==> config.mk <==
export PLATFORM = sky130hd
export DESIGN_NAME = fxc_resize
export DESIGN_NICKNAME = d
export VERILOG_FILES = /design/src/rtl/fxc_pkg.sv /design/src/rtl/fxc_quantize.sv /design/src/rtl/fxc_limit.sv /design/src/rtl/fxc_resize.sv
export SDC_FILE = /design/constraint.sdc
export NUM_CORES = 1
export LEC_CHECK = 0
export BUFFER_PORTS_ARGS = -buffer_cell sky130_fd_sc_hd__buf_2
export CORE_MARGIN = 2
export CORE_UTILIZATION = 46
export DETAILED_ROUTE_END_ITERATION = 16
export MAX_ROUTING_LAYER = met4
export PLACE_DENSITY = 0.81
export SYNTH_ARGS = -nofsm -noshare
export SYNTH_HDL_FRONTEND = slang
export SYNTH_HIERARCHICAL = 1
export SYNTH_SLANG_ARGS = --single-unit
==> constraint.sdc <==
create_clock -name clk -period 2.7 [get_ports clk]
set_input_delay 0.135 -clock clk [delete_from_list [all_inputs] [get_ports clk]]
set_output_delay 0.135 -clock clk [all_outputs]
set_load 0.005 [all_outputs]
==> src/rtl/fxc_pkg.sv <==
// Shared mode encodings for the fixed-point resize unit.
// Assumes: both mode inputs are two bits wide.
package fxc_pkg;

    // Quantization policies for dropped fraction bits
    typedef enum logic [1:0] {
        Q_TRUNC     = 2'd0,
        Q_NEAR_UP   = 2'd1,
        Q_NEAR_ZERO = 2'd2,
        Q_NEAR_AWAY = 2'd3
    } qmode_e;

    // Overflow policies for dropped integer bits
    typedef enum logic [1:0] {
        O_WRAP      = 2'd0,
        O_CLAMP     = 2'd1,
        O_CLAMP_SYM = 2'd2,
        O_WRAP_ALT  = 2'd3
    } omode_e;

endpackage

==> src/rtl/fxc_quantize.sv <==
// Aligns the input binary point to the output fraction width and applies the
// quantization policy. Output carries one guard integer bit above the input
// integer width, so a rounding carry can never be lost here.
// Assumes: IN_W > IN_INT >= 1, OUT_FRAC >= 0.
module fxc_quantize
    import fxc_pkg::*;
#(
    parameter int IN_W     = 12,
    parameter int IN_INT   = 5,
    parameter int OUT_FRAC = 4,
    parameter bit SIGNED   = 1'b1,
    localparam int IN_FRAC = IN_W - IN_INT,
    localparam int QW      = IN_INT + 1 + OUT_FRAC
) (
    input  logic [IN_W-1:0] din,
    input  qmode_e          qmode,
    output logic [QW-1:0]   q_val
);

    logic ext_bit;
    assign ext_bit = SIGNED ? din[IN_W-1] : 1'b0;

    generate
        if (OUT_FRAC >= IN_FRAC) begin : g_widen
            localparam int PAD = OUT_FRAC - IN_FRAC;
            // Widening: extend by the guard bit and zero-fill new fraction bits
            if (PAD == 0) begin : g_nopad
                assign q_val = {ext_bit, din};
            end else begin : g_pad
                assign q_val = {ext_bit, din, {PAD{1'b0}}};
            end
        end else begin : g_narrow
            localparam int DROP = IN_FRAC - OUT_FRAC;
            localparam int BW   = IN_W - DROP;
            logic [BW-1:0]   kept;
            logic [DROP-1:0] rem;
            logic            half_bit;
            logic            rest_nz;
            logic            is_neg;
            logic            bump;

            assign kept     = din[IN_W-1:DROP];
            assign rem      = din[DROP-1:0];
            assign half_bit = rem[DROP-1];
            assign is_neg   = SIGNED && din[IN_W-1];

            if (DROP == 1) begin : g_one
                assign rest_nz = 1'b0;
            end else begin : g_many
                assign rest_nz = |rem[DROP-2:0];
            end

            // Decide whether the floor value is bumped up by one output step
            always_comb begin
                unique case (qmode)
                    Q_TRUNC:     bump = 1'b0;
                    Q_NEAR_UP:   bump = half_bit;
                    Q_NEAR_ZERO: bump = half_bit && (rest_nz || is_neg);
                    Q_NEAR_AWAY: bump = half_bit && (rest_nz || !is_neg);
                    default:     bump = 1'b0;
                endcase
            end

            // Floor value widened by the guard bit plus the rounding step
            assign q_val = {ext_bit, kept} + {{(QW-1){1'b0}}, bump};
        end
    endgenerate

endmodule

==> src/rtl/fxc_limit.sv <==
// Checks the quantized value against the output range and applies the
// overflow policy. Input and output share the same fraction width, so the
// comparison is done on integers counted in output steps.
// Assumes: QW and OUT_W >= 2.
module fxc_limit
    import fxc_pkg::*;
#(
    parameter int QW     = 10,
    parameter int OUT_W  = 8,
    parameter bit SIGNED = 1'b1,
    localparam int CW    = ((QW > OUT_W) ? QW : OUT_W) + 2
) (
    input  logic [QW-1:0]    q_val,
    input  omode_e           omode,
    output logic [OUT_W-1:0] res,
    output logic             ovf
);

    localparam logic [CW-1:0] ONE  = {{(CW-1){1'b0}}, 1'b1};
    localparam logic [CW-1:0] MAXV = SIGNED ? ((ONE << (OUT_W-1)) - ONE)
                                            : ((ONE << OUT_W) - ONE);
    localparam logic [CW-1:0] MINV = SIGNED ? ~MAXV : {CW{1'b0}};
    localparam logic [CW-1:0] SYMV = SIGNED ? (~MAXV + ONE) : {CW{1'b0}};

    logic [CW-1:0] q_ext;
    logic          above;
    logic          below;
    logic          below_sym;

    // Extend the quantized value to the comparison width
    assign q_ext = {{(CW-QW){SIGNED ? q_val[QW-1] : 1'b0}}, q_val};

    // Range comparisons in two's complement at a width that cannot overflow
    always_comb begin
        above     = $signed(q_ext) > $signed(MAXV);
        below     = $signed(q_ext) < $signed(MINV);
        below_sym = $signed(q_ext) < $signed(SYMV);
    end

    assign ovf = above || below;

    // Choose the output code from the overflow policy
    always_comb begin
        unique case (omode)
            O_CLAMP: begin
                if (above)      res = MAXV[OUT_W-1:0];
                else if (below) res = MINV[OUT_W-1:0];
                else            res = q_ext[OUT_W-1:0];
            end
            O_CLAMP_SYM: begin
                if (above)          res = MAXV[OUT_W-1:0];
                else if (below_sym) res = SYMV[OUT_W-1:0];
                else                res = q_ext[OUT_W-1:0];
            end
            default: res = q_ext[OUT_W-1:0];
        endcase
    end

endmodule

==> src/rtl/fxc_resize.sv <==
// Top of the fixed-point resize unit: quantizer, range limiter and one
// output register stage.
// Assumes: widths as in fxc_quantize; the mode inputs may change every cycle.
module fxc_resize
    import fxc_pkg::*;
#(
    parameter int IN_W    = 12,
    parameter int IN_INT  = 5,
    parameter int OUT_W   = 8,
    parameter int OUT_INT = 4,
    parameter bit SIGNED  = 1'b1
) (
    input  logic             clk,
    input  logic             rst_n,
    input  logic [IN_W-1:0]  din,
    input  logic [1:0]       qmode,
    input  logic [1:0]       omode,
    output logic [OUT_W-1:0] dout,
    output logic             ovf
);

    localparam int OUT_FRAC = OUT_W - OUT_INT;
    localparam int QW       = IN_INT + 1 + OUT_FRAC;
    localparam logic [OUT_W-1:0] CODE_MAX = SIGNED ? {1'b0, {(OUT_W-1){1'b1}}} : {OUT_W{1'b1}};
    localparam logic [OUT_W-1:0] CODE_MIN = SIGNED ? {1'b1, {(OUT_W-1){1'b0}}} : {OUT_W{1'b0}};

    qmode_e           qm;
    omode_e           om;
    logic [QW-1:0]    q_w;
    logic [OUT_W-1:0] lim_res;
    logic             lim_ovf;

    assign qm = qmode_e'(qmode);
    assign om = omode_e'(omode);

    fxc_quantize #(
        .IN_W     (IN_W),
        .IN_INT   (IN_INT),
        .OUT_FRAC (OUT_FRAC),
        .SIGNED   (SIGNED)
    ) u_quant (
        .din   (din),
        .qmode (qm),
        .q_val (q_w)
    );

    fxc_limit #(
        .QW     (QW),
        .OUT_W  (OUT_W),
        .SIGNED (SIGNED)
    ) u_limit (
        .q_val (q_w),
        .omode (om),
        .res   (lim_res),
        .ovf   (lim_ovf)
    );

    // Output register with synchronous active-low clear
    always_ff @(posedge clk) begin
        if (!rst_n) begin
            dout <= '0;
            ovf  <= 1'b0;
        end else begin
            dout <= lim_res;
            ovf  <= lim_ovf;
        end
    end


    clamp_edge_chk: assert property (@(posedge clk) disable iff (!rst_n)
        (om == O_CLAMP && lim_ovf) |-> (lim_res == CODE_MAX || lim_res == CODE_MIN));


    wrap_pass_chk: assert property (@(posedge clk) disable iff (!rst_n)
        ((om == O_WRAP || om == O_WRAP_ALT) && lim_ovf) |-> (lim_res == q_w[OUT_W-1:0]));


    fit_pass_chk: assert property (@(posedge clk) disable iff (!rst_n)
        (!lim_ovf && om != O_CLAMP_SYM) |-> (lim_res == q_w[OUT_W-1:0]));


    sym_floor_chk: assert property (@(posedge clk) disable iff (!rst_n)
        (SIGNED && $past(rst_n) && $past(omode) == 2'd2) |-> (dout != CODE_MIN));

endmodule

==> impl_metrics.ini <==
[outcome]
outcome = finished clean

[power_and_ir_drop]
p_comb_share_pct = 30.6
p_per_area_nw_per_um2 = 418
ir_worst_vdd_v = 0.000151
clockPowerShare_pct = 27.4
power_frac_seq_pct = 42.0
p_sw_uw = 93.6
internal_power_uw = 256
swShare_pct = 26.8
p_leak_uw = 0.000396

[setup_path]
cp_num_buf_inv = 1
critPathMaxStageDelay_ps = 550
worstPathArrival_ps = 2430
cp_cell_sequence = buf_2, nand3_1, o21ai_0, a21oi_1, ha_1, ha_1, nand3_1, xnor2_1, or4b_4, o211ai_2, a2bb2oi_1, and2_1
cp_slowest_cell = or4b_4
crit_cells = 12
crit_end = dout[5]
crit_type = in2reg
crit_start = din[11]
crit_required_ps = 2840
path_max_fanout = 6
setup.worst_path.start_class = input port
crit_family = simple AND/OR/NAND/NOR gates
end_kind = register

[finish]
drive_above_1_share_pct = 33.3
final_nets = 131
design_area_um2 = 836
utilization_pct = 63.4
syn2layout_area_growth_pct = 27.2
antenna_cells = 0
stdcell_count = 123

[min_path]
hold_class = in2reg

[sta]
fmax_ghz = 0.438
relSlewSlack_pct = 65.9
min_period_over_period_pct = 84.6
rsz0062_at_grt = false
hold_viol = 0
finalCriticalPeriod_ps = 2290
finalSetupViolCount = 0
worst_slew_pin_slew_ps = 507
drv_slew = 0
final.setup.tns_ps = 0

[synthesis]
postSynthAreaPerCell_um2 = 8.42
synth_top_cell_area_share_pct = 27.4
synth_top_cell_by_area = dfxtp_1
syn_inst = 78
synth-seq-cells = 9
yosysUniqueCellTypes = 29
netlist_area_um2 = 657
yosysSeqAreaShare_pct = 27.4
synthTopCellsByArea = dfxtp_1 27%, and2_1 8.6%, a2bb2oi_1 8.0%
syn-num-nets = 100
ys_warn_count = 6

[die]
die_w_um = 41.8
io-pin-count = 27
core_region_area_um2 = 1320
die-height_um = 41.8
rows = 13
start_util_pct = 49.9
die_area_um2 = 1750

[clock_network]
cts_buffer_depth = 2
cts-root-buf = clkbuf_4
post_cts_buffers = 0
cts_buffers = 3
cts.sinks = 9
hold_buffers = 0
cts.clk_slew.worst_paths_ps = 50
cts_tree = done
htree_levels = 1
ctsResizeCount = 0

[drt]
drc_errors = 0
num_vias = 640
viasPerCell = 5.20
ant_nets = 0
drtIter0Drc = 2
dr.pass1.iters = 2
wl_per_cell_um = 10.4
drt-total-wl_um = 1280

[global_routing]
grt_usage_pct = 16.9
grt_max_degree = 10
gr-total-overflow = 0
grt_first_pass_wirelength_um = 2300
grt_pass1_vias = 597
antenna_found_initial = 0

[flow_run]
cap_violations = 0

[placement]
place_congestion = 0.822
io_buffers = 26
place_inst = 119
dp_hpwl_um = 1110
place_area_um2 = 810
registers in the layout, indices dropped and copies added (netlist names):
signal and flops:
dout 8, ovf 1
Yosys cell counts, drive strengths merged:
| master | count |
|---|---|
| a21bo | 1 |
| a21boi | 1 |
| a21oi | 3 |
| a22o | 1 |
| a2bb2oi | 6 |
| a32oi | 1 |
| and2 | 9 |
| and3 | 2 |
| and4 | 1 |
| clkbuf | 1 |
| dfxtp | 9 |
| ha | 4 |
| inv | 4 |
| nand2 | 3 |
| nand3 | 6 |
| nand4 | 1 |
| nor2 | 5 |
| nor3 | 3 |
| o211ai | 1 |
| o21a | 1 |
| o21ai | 5 |
| o21bai | 1 |
| or4 | 1 |
| or4b | 1 |
| xnor2 | 5 |
| xor2 | 2 |
per-layer routing:
| layer | global-route usage, % | part of all wire [%] | vias up |
|---|---|---|---|
| met3 | 2.17 | 6.9 | 0 |
| li1 | - | - | 343 |
| met5 | - | 0 | - |
| met1 | 18.6 | 45 | 272 |
| met2 | 30.0 | 48 | 25 |
| met4 | 7.74 | 0 | 0 |
worst min path at each step:
stage               startpoint  endpoint  slack, ps  depth (start not counted)
floorplan                rst_n   dout[0]        260                          1
global placement         rst_n   dout[4]        430                          2
detailed placement       rst_n   dout[5]        430                          2
CTS                      rst_n   dout[5]        170                          2
global route             rst_n   dout[4]        180                          2
finish                   rst_n   dout[5]        170                          2
cells in the final DEF, fill, tap and decap left out, drive strengths merged:
master and count:
buf 27, and2 9, dfxtp 9, a2bb2oi 6, nand3 6, nor2 5
xnor2 5, o21ai 5, inv 4, ha 4, clkbuf 4, nor3 3
a21oi 3, nand2 3, xor2 2, and3 2, a21bo 1, or4 1
or4b 1, o211ai 1, o21bai 1, a32oi 1, a21boi 1, a22o 1
o21a 1, nand4 1, and4 1
cell type report:
cell class                      count  area (um^2)
Fill cell                         123          482
Multi-Input combinational cell     64          458
Sequential cell                     9          180
Timing Repair Buffer               27          138
Clock buffer                        4         26.3
Tap cell                           15         18.8
Inverter                            4         15.0
stage by stage:
stage | hold slack [ps] | power (uW) | setup WS, ps
final | 167 | 350 | 415
after detailed placement | 429 | 257 | 126
after CTS | 171 | 354 | 401
after floorplan | 257 | 215 | 508
after global placement | 428 | 254 | 270
after global routing | 182 | 375 | 151
power by group through the flow:
stage,clock [uW],combinational (uW),sequential (uW)
detailed placement,0,108,150
floorplan,0,63.1,152
CTS,99.0,108,147
global route,105,122,148
global placement,0,104,149
finish,96.0,107,147
cell families after synthesis:
family	count (synthesis)	synth area share [%]
xor+xnor	7	9.33
simple gates	32	29.1
compound gates	21	23.6
flops	9	27.4
fa+ha+maj	4	7.62
buf+inv	5	2.86
No activity file was read; power rests on OpenSTA's default activity.
